$ cat config.mk
export PLATFORM = sky130hd
export DESIGN_NAME = nmg_notify_gen
export DESIGN_NICKNAME = d
export VERILOG_FILES = /design/src/rtl/nmg_pkg.sv /design/src/rtl/nmg_pending.sv /design/src/rtl/nmg_pick.sv /design/src/rtl/nmg_format.sv /design/src/rtl/nmg_notify_gen.sv
export SDC_FILE = /design/constraint.sdc
export NUM_CORES = 1
export LEC_CHECK = 0
export ABC_AREA = 1
export BUFFER_PORTS_ARGS = -buffer_cell sky130_fd_sc_hd__buf_4
export CORE_MARGIN = 10
export CORE_UTILIZATION = 46
export CTS_CLUSTER_SIZE = 25
export DETAILED_ROUTE_END_ITERATION = 7
export PLACE_DENSITY_LB_ADDON = 0.08
export SLEW_MARGIN = 20
export SYNTH_ARGS = -nofsm -noshare
export SYNTH_HDL_FRONTEND = slang
export SYNTH_SLANG_ARGS = --single-unit
$ cat constraint.sdc
create_clock -name clk -period 2.7 [get_ports clk]
set_input_delay 0.27 -clock clk [delete_from_list [all_inputs] [get_ports clk]]
set_output_delay 0.27 -clock clk [all_outputs]
set_load 0.1 [all_outputs]
$ cat src/rtl/nmg_pkg.sv
// Package: shared sizes and helpers for the notification message generator.
// Assumes 64-bit address and data words and a byte-addressed target.
package nmg_pkg;
    localparam int unsigned WORD_W   = 64;
    localparam int unsigned BYTES    = WORD_W / 8;
    localparam int unsigned OFF_LSB  = 32;
    localparam int unsigned OFF_W    = WORD_W - OFF_LSB;

    typedef logic [WORD_W-1:0] word_t;
endpackage

$ cat src/rtl/nmg_pending.sv
// Module: nmg_pending
// Holds one bit per source that has fired and has not yet been issued.
// Assumes set and clear vectors arrive in the same cycle. A set takes
// precedence over a clear of the same bit, so a new event is never lost.
module nmg_pending #(
    parameter int unsigned NUM_SRC = 14
) (
    input  logic               clk,
    input  logic               rst_n,
    input  logic [NUM_SRC-1:0] set_vec,
    input  logic [NUM_SRC-1:0] clr_vec,
    output logic [NUM_SRC-1:0] pend
);
    // Update the mask: drop issued bits, then add new events.
    always_ff @(posedge clk) begin
        if (!rst_n) pend <= '0;
        else        pend <= (pend & ~clr_vec) | set_vec;
    end


    clear_subset_chk: assert property (@(posedge clk) disable iff (!rst_n)
        (clr_vec & ~pend) == '0);
endmodule

$ cat src/rtl/nmg_pick.sv
// Module: nmg_pick
// Selects the lowest-numbered pending source. Purely combinational.
// Assumes the caller qualifies the grant with any_pend.
module nmg_pick #(
    parameter int unsigned NUM_SRC = 14,
    localparam int unsigned SRC_W  = $clog2(NUM_SRC + 1)
) (
    input  logic [NUM_SRC-1:0] pend,
    output logic               any_pend,
    output logic [SRC_W-1:0]   pick_idx,
    output logic [NUM_SRC-1:0] pick_vec
);
    // Scan from the top down so that the lowest set bit is the one that remains.
    always_comb begin
        pick_idx = '0;
        pick_vec = '0;
        for (int i = NUM_SRC - 1; i >= 0; i--) begin
            if (pend[i]) begin
                pick_idx = SRC_W'(i);
                pick_vec = NUM_SRC'(1) << i;
            end
        end
        any_pend = |pend;
    end
endmodule

$ cat src/rtl/nmg_format.sv
// Module: nmg_format
// Builds the write address and the big-endian payload from the two
// configuration words and a source index. Combinational.
// Assumes ivt_reg bits below OFF_LSB carry no meaning.
module nmg_format
    import nmg_pkg::*;
#(
    parameter int unsigned SRC_W = 4
) (
    input  word_t             port_reg,
    input  word_t             ivt_reg,
    input  logic [SRC_W-1:0]  src_idx,
    output word_t             addr,
    output word_t             data
);
    word_t value;
    logic  unused_ivt_lo;

    assign unused_ivt_lo = ^ivt_reg[OFF_LSB-1:0];

    // Target address: the enable bit is masked off.
    assign addr = {port_reg[WORD_W-1:1], 1'b0};

    // Logical interrupt number: base from the upper half plus the index.
    assign value = word_t'(ivt_reg[WORD_W-1:OFF_LSB]) + word_t'(src_idx);

    // Byte reversal so that the most significant byte goes out first.
    for (genvar b = 0; b < BYTES; b++) begin : g_swap
        assign data[8*b +: 8] = value[8*(BYTES-1-b) +: 8];
    end
endmodule

$ cat src/rtl/nmg_notify_gen.sv
// Module: nmg_notify_gen (top)
// Turns source events into 64-bit notification writes on a valid/ready port.
// Assumes at most one event per cycle and configuration words that come
// from a register file clocked by clk. The words are sampled at issue.
module nmg_notify_gen
    import nmg_pkg::*;
#(
    parameter int unsigned NUM_SRC = 14,
    localparam int unsigned SRC_W  = $clog2(NUM_SRC + 1)
) (
    input  logic             clk,
    input  logic             rst_n,
    input  logic [63:0]      port_reg,
    input  logic [63:0]      ivt_reg,
    input  logic             evt_valid,
    input  logic [SRC_W-1:0] evt_src,
    output logic             wr_valid,
    input  logic             wr_ready,
    output logic [63:0]      wr_addr,
    output logic [63:0]      wr_data,
    output logic             err_flag
);
    logic [NUM_SRC-1:0] set_vec, clr_vec, pend, pick_vec;
    logic               any_pend, load, issue, evt_bad;
    logic [SRC_W-1:0]   pick_idx;
    word_t              fmt_addr, fmt_data;

    // Decode the incoming event into a one-hot set vector when in range.
    always_comb begin
        evt_bad = evt_valid && (evt_src >= SRC_W'(NUM_SRC));
        set_vec = '0;
        for (int i = 0; i < NUM_SRC; i++)
            if (evt_valid && evt_src == SRC_W'(i)) set_vec[i] = 1'b1;
    end

    nmg_pending #(.NUM_SRC(NUM_SRC)) u_pend (
        .clk(clk), .rst_n(rst_n), .set_vec(set_vec), .clr_vec(clr_vec), .pend(pend)
    );

    nmg_pick #(.NUM_SRC(NUM_SRC)) u_pick (
        .pend(pend), .any_pend(any_pend), .pick_idx(pick_idx), .pick_vec(pick_vec)
    );

    nmg_format #(.SRC_W(SRC_W)) u_fmt (
        .port_reg(port_reg), .ivt_reg(ivt_reg), .src_idx(pick_idx),
        .addr(fmt_addr), .data(fmt_data)
    );

    // Issue decision: take the next pending source when the output is free.
    assign load    = any_pend && (!wr_valid || wr_ready);
    assign issue   = load && port_reg[0];
    assign clr_vec = load ? pick_vec : '0;

    // Output request register, held until accepted.
    always_ff @(posedge clk) begin
        if (!rst_n) begin
            wr_valid <= 1'b0;
            wr_addr  <= '0;
            wr_data  <= '0;
        end else if (load) begin
            wr_valid <= issue;
            if (issue) begin
                wr_addr <= fmt_addr;
                wr_data <= fmt_data;
            end
        end else if (wr_ready) begin
            wr_valid <= 1'b0;
        end
    end

    // One-cycle error flag for an out-of-range source index.
    always_ff @(posedge clk) begin
        if (!rst_n) err_flag <= 1'b0;
        else        err_flag <= evt_bad;
    end


    hold_until_ready_chk: assert property (@(posedge clk) disable iff (!rst_n)
        (wr_valid && !wr_ready) |=> (wr_valid && $stable(wr_addr) && $stable(wr_data)));


    addr_bit0_clear_chk: assert property (@(posedge clk) disable iff (!rst_n)
        wr_valid |-> (wr_addr[0] == 1'b0));


    enabled_issue_chk: assert property (@(posedge clk) disable iff (!rst_n)
        $rose(wr_valid) |-> $past(port_reg[0]));


    err_cause_chk: assert property (@(posedge clk) disable iff (!rst_n)
        err_flag |-> $past(evt_valid && (evt_src >= SRC_W'(NUM_SRC))));
endmodule

==> results of run 1 <==
==> worst max-delay path: stages (launching register included) <==
cell and delay [ns]:
dfxtp_2 0.34, inv_1 0.05, nand2_1 0.04, nand2_1 0.05
nand2_1 0.04, nand2_1 0.05, nand2_1 0.05, nand2_1 0.05
nand2_1 0.04, nand2_1 0.05, nand2_1 0.05, nand2_1 0.05
nand2_1 0.05, a21oi_2 0.13, ha_2 0.20, fa_2 0.21
nand3_1 0.13, nand2_2 0.15, nand3_4 0.16, nor3_4 0.22
xor2_1 0.22, nor2_1 0.07, nor2_1 0.08
==> placed cells by master (no fill, tap or decap), drive strengths merged, types with 3 or more instances in the layout <==
master	n
buf	210
nor2	172
dfxtp	112
o21ai	97
nand2	93
inv	55
a21oi	36
conb	32
nand3	30
nor3	17
clkbuf	13
nand4	12
xor2	11
xnor2	7
nand3b	5
o21a	5
or2	5
ha	4
o211ai	3
a31oi	3
==> cells by family (layout without fill, tap and decap cells) <==
family | after synthesis | in the layout
adder cells (fa/ha/maj) | 5 | 5
AND/OR/NAND/NOR | 338 | 338
AO/OA/AOI/OAI | 148 | 148
buffers and inverters | 118 | 280
other | 1 | 32
flip-flops | 112 | 112
XOR/XNOR | 18 | 18
==> Yosys cell counts (2+ instances only) <==
cell,number,area (um2)
a31oi_2,2,25.02
buf_2,8,40.04
nor3_2,2,20.02
buf_6,8,90.09
buf_4,33,247.7
o211ai_2,3,37.54
xor2_1,11,96.34
xnor2_1,7,61.31
nor3_1,15,75.07
inv_1,53,198.9
o31ai_1,2,15.01
nor2_1,169,634.4
nand3b_1,5,37.54
nand3_1,29,145.1
nand4_1,12,75.07
ha_1,4,50.05
a21oi_1,35,175.2
o21ai_1,47,235.2
o21ai_0,49,245.2
clkbuf_1,14,52.55
dfxtp_1,112,2242
nand2_1,91,341.6
or2_1,3,18.77
nor4_1,2,12.51
nor2_2,2,12.51
o21a_1,5,37.54
==> final cells by class <==
cell class / instances / area (um2) / area share
multi-input combinational: 541 / 2663 / 0.3706
sequential: 112 / 2245 / 0.3124
timing repair buffer: 210 / 1602 / 0.2229
clock buffer: 13 / 270.3 / 0.03762
inverter: 54 / 202.7 / 0.02821
tap: 143 / 178.9 / 0.02490
clock inverter: 3 / 23.77 / 0.003309
==> timing repair <==
| action | in CTS | in global routing |
|---|---|---|
| resized for setup | 0 | 17 |
| buffers inserted | 0 | 4 |
| endpoints found under the setup margin | 0 | 14 |
| hold endpoints to repair | 0 | 0 |
==> flip-flops by register name, indices dropped and copies added (netlist names) <==
register	count
err_flag	1
wr_data	33
wr_addr	63
wr_valid	1
u_pend.pend	14
==> power by group through the flow <==
stage / clock, mW / combinational [mW] / sequential [mW]
finish: 1.31 / 2.35 / 1.92
global route: 1.41 / 2.47 / 1.94
CTS: 1.35 / 2.35 / 1.92
detailed placement: 0 / 2.35 / 1.95
global placement: 0 / 2.33 / 1.94
floorplan: 0 / 0.664 / 3.15
==> stage by stage <==
step                utilization  worst slack, ns  cells  hold WS, ns
CTS                      0.6211          0.06012   1072       0.1294
detailed placement       0.5953           0.1016   1056       0.4844
finish                   0.6292           0.1516   1076       0.1357
global placement         0.5953           0.1472   1056       0.4666
floorplan                     -           0.3893    771       0.4049
global route             0.6292         -0.05933   1076       0.1368
==> per-layer routing <==
metal,vias to the layer above,wire length [um],global-route usage
met5,-,0,0
met4,0,182,0.05828
met3,11,2255,0.1042
met2,227,7985,0.3133
met1,2410,6479,0.2179
li1,2712,-,-
==> path summary, 6_finish.rpt <==
path                                         to  cells after the start  slack, ns             from
worst max register to register      wr_data[46]                     22       0.15  u_pend.pend[12]
worst min register to register  u_pend.pend[11]                      2       0.48  u_pend.pend[11]
worst min-delay path                wr_addr[60]                      3       0.14     port_reg[60]
worst max-delay path                wr_data[46]                     22       0.15  u_pend.pend[12]
==> results.json, run 1 <==
{
  "synthFlopType": "dfxtp_1",
  "hold_viol": 0,
  "final_max_slew_viol_count": 0,
  "globalRouteTotalUtil": 0.1947,
  "clk_latency_ns": 0.35,
  "chipWidth_um": 128.0,
  "p_int_mw": 3.010,
  "synth-compound-area-share": 0.1509,
  "async_flop_share": 0,
  "fmax_mhz": 392.4,
  "htreeDepth": 3,
  "clockRootBuffer": "clkbuf_16",
  "clkTransAtPathRegs_ns": 0.07,
  "yosysUniqueCellTypes": 43,
  "clkPwrFrac": 0.235,
  "grt_pass1_wl_mm": 26.21,
  "worstPathArrival_ns": 2.84,
  "finalSetupViolCount": 0,
  "core_area_um2": 11420,
  "ios": 266,
  "end_kind": "flip-flop",
  "vias_per_cell": 4.981,
  "drtIter0Drc": 333,
  "p_switching_mw": 2.575,
  "gp_congestion": 0.8731,
  "die_h_um": 128.0,
  "overflow": 0,
  "clock_path_buffers": 2,
  "placed_area_um2": 6798,
  "synthesis.instances": 740,
  "synth_xor_area_frac": 0.02938,
  "drv_cap": 0,
  "yosys_warnings": 0,
  "grt_max_degree": 81,
  "power_mw": 5.585,
  "num_rows": 39,
  "drive_gt1_frac": 0.2733,
  "design_area_um2": 7184,
  "num_vias": 5360,
  "fin_crit_sh": 0.9439,
  "syn_area_per_cell_um2": 7.252,
  "syn2layout_area_growth_pct": 33.88,
  "hp-class": "in -> reg",
  "antenna_found_initial": 0,
  "critPathLaunchType": "flip-flop",
  "switching_share": 0.4611,
  "cts_buffers": 9,
  "initial_core_util": 0.4700,
  "pwr_density_cell_nw_per_um2": 777.4,
  "max-vdd-ir-drop_v": 0.0005259,
  "diodes": 0,
  "synthAdderAreaFrac": 0.01306,
  "nets": 1069,
  "fin_setup_tns_ns": 0,
  "nFillCells": 1055,
  "worst_ep_required_time_ns": 2.99,
  "cts_tree": "done",
  "skew_ns": 0.006691,
  "netlist_area_um2": 5366,
  "yosysSeqAreaShare": 0.4178,
  "synth-simple-area-share": 0.2693,
  "portBuffers": 201,
  "dp_hpwl_mm": 12.86,
  "outcome": "complete, no violations",
  "final_antenna_net_count": 0,
  "finalWirelength_mm": 16.90,
  "slew_headroom": 0.6076,
  "remaining_drc_errors": 0,
  "synth_edf_count": 0,
  "grt_pass1_vias": 5297,
  "clock_sinks": 112,
  "synth_seq_cells": 112,
  "path_max_fanout": 5,
  "p_leak_nw": 3.470,
  "combPwrFrac": 0.421,
  "dr.pass1.iters": 5,
  "criticalPathCategory": "reg -> reg",
  "synthMuxAreaShare": 0,
  "dieArea_um2": 16390,
  "pwr-share-seq": 0.343,
  "hold_buffers": 0,
  "worstMarginPinSlew_ns": 0.5886,
  "synth_top_family_by_area": "simple AND/OR/NAND/NOR gates",
  "wl_per_cell_um": 15.71,
  "post-route-min-period_ns": 2.548
}
(Power assumes the default switching activity.)
==> run 2, diff against run 1 <==
- BUFFER_PORTS_ARGS: -buffer_cell sky130_fd_sc_hd__buf_4 -> -buffer_cell sky130_fd_sc_hd__buf_2
==> run 2 against run 1 <==
Power barely moved. Maximum frequency rose by 2.1%. Register-to-register slack improved by 0.05 ns. Cell count barely moved. Wire length fell by 3.5%. Clock power rose by 11%. Die area did not move. Via count fell by 1.3%. Global-route usage fell by 0.44 points. Sequential share of layout area rose by 2.0 points. Critical endpoint is now wr_data[38]. Highest routed layer unchanged.
==> results.json, run 2 (synthesized netlist as in run 1, its figures left out) <==
{
  "cp_slowest_stage_delay_ns": 0.38,
  "instances_no_fill": 1077,
  "clock_sinks": 112,
  "finalWirelength_mm": 16.31,
  "overflow": 0,
  "skew_ns": 0.007759,
  "htreeDepth": 3,
  "holdPathStages": 3,
  "fmax_mhz": 400.8,
  "drive_gt1_frac": 0.2762,
  "cts_buffers": 9,
  "num_rows": 39,
  "pre_cts_ws_ns": 0.04092,
  "clock_path_buffers": 2,
  "dr.pass1.iters": 4,
  "worst_ep_required_time_ns": 2.95,
  "gp_congestion": 0.8778,
  "remaining_drc_errors": 0,
  "largest_reg_flops": 63,
  "grt_max_degree": 82,
  "die_h_um": 128.0,
  "clk_latency_ns": 0.35,
  "worstPathArrival_ns": 2.74,
  "finalSetupViolCount": 0,
  "final_cell_mix": "buf_2 (201), nor2_1 (167), dfxtp_1 (111)",
  "final_antenna_net_count": 0,
  "antenna_found_initial": 0,
  "post-route-min-period_ns": 2.495,
  "hold_viol": 0,
  "nets": 1070,
  "path_max_fanout": 5,
  "fin_crit_sh": 0.9241,
  "crit_path_cell_trace": "nor2_1 -> nand2_1 -> nor3_1 -> ha_1 -> a21oi_1 -> nand2_4 -> nand3_4 -> nor2_4 -> nand3b_1 -> nand3_1 -> o211ai_2 -> inv_1",
  "dp.cells": 1056,
  "fin_ws_ns": 0.2050,
  "max-vdd-ir-drop_v": 0.0005206,
  "initial_core_util": 0.4700,
  "top_register": "wr_addr",
  "criticalPathCategory": "reg -> reg",
  "syn2layout_area_growth_pct": 25.74,
  "diodes": 0,
  "end_kind": "flip-flop",
  "wl_per_cell_um": 15.14,
  "hold_slack_ns": 0.1378,
  "grt_pass1_wl_mm": 25.68,
  "slew_headroom": 0.4659,
  "clockRootBuffer": "clkbuf_16",
  "ios": 266,
  "worstMarginPinSlew_ns": 0.8011,
  "vias_per_cell": 4.913,
  "dieArea_um2": 16390,
  "core_area_um2": 11420,
  "grt_pass1_vias": 5147,
  "final_max_slew_viol_count": 0,
  "clkTransAtPathRegs_ns": 0.07,
  "cts_tree": "done",
  "pwr_density_cell_nw_per_um2": 828.3,
  "critPathLaunchType": "flip-flop",
  "top_regs": "wr_addr: 63 flops, wr_data: 33 flops, u_pend.pend: 14 flops",
  "fin_setup_tns_ns": 0,
  "portBuffers": 201,
  "num_vias": 5291,
  "cp_slowest_cell": "nor3_1",
  "power_mw": 5.589,
  "worstRegToRegCells": 12,
  "p_leak_nw": 3.399,
  "outcome": "complete, no violations",
  "globalRouteTotalUtil": 0.1903,
  "hp-class": "in -> reg",
  "mostFrequentLayoutCell": "buf_2",
  "drv_cap": 0,
  "drtIter0Drc": 459,
  "chipWidth_um": 128.0,
  "dp_hpwl_mm": 12.50
}
-- run 2: cell types whose count changed in the layout (fill, tap and decap cells not counted), sizes merged --
cell,before,now
buf,210,211
clkbuf,13,10
clkinv,1,3
bufinv,0,2
clkinvlp,1,0
-- run 2: worst paths after layout --
| kind | startpoint | to | slack, ns |
|---|---|---|---|
| max | u_pend.pend[0] | wr_data[38] | 0.20 |
| min | port_reg[1] | wr_addr[1] | 0.14 |
| max reg2reg | u_pend.pend[0] | wr_data[38] | 0.20 |
| min reg2reg | wr_data[24] | wr_data[24] | 0.48 |
-- run 2: area by class of cell --
type | instances | area (um2)
Fill cell | 1108 | 4671
Multi-Input combinational cell | 541 | 2688
Sequential cell | 112 | 2243
Timing Repair Buffer | 211 | 1106
Clock buffer | 10 | 239.0
Inverter | 54 | 202.7
Tap cell | 143 | 178.9
Clock inverter | 6 | 90.09
-- run 2: timing repair --
item,CTS,global route
gates resized for setup,0,21
endpoints found under the setup margin,0,23
buffers inserted,0,5
hold buffers,0,0
endpoints found under the hold margin,0,0
-- run 2: per-stage QoR --
| step | utilization | instance area (um2) |
|---|---|---|
| final | 0.5909 | 6748 |
| after CTS | 0.5801 | 6624 |
| after floorplan | - | 5483 |
| after global placement | 0.5513 | 6295 |
| after global routing | 0.5909 | 6748 |
| after detailed placement | 0.5513 | 6295 |
-- run 2: layer usage --
| layer | vias to the layer above | track usage | wire (um) |
|---|---|---|---|
| met5 | - | 0 | 0 |
| met1 | 2365 | 0.2277 | 6856 |
| li1 | 2716 | - | - |
| met2 | 195 | 0.2980 | 7440 |
| met4 | 0 | 0.06821 | 225 |
| met3 | 15 | 0.08147 | 1786 |
-- run 2: critical path: cells and delay by family, from the launching register on --
kind / cells / cell delay (ns)
AOI/OAI and AO/OA: 2 / 0.44
adders and majority gates: 1 / 0.38
buffers and inverters: 1 / 0.06
DFF: 1 / 0.34
and+or+nand+nor: 8 / 1.17
-- run 2: power by group --
part / leakage [nW] / total, mW / switching [mW] / internal [mW]
Clock: 0.164 / 1.46 / 0.619 / 0.844
Combinational: 2.32 / 2.22 / 1.88 / 0.340
Sequential: 0.917 / 1.91 / 0.0846 / 1.83
Total: 3.40 / 5.59 / 2.58 / 3.01
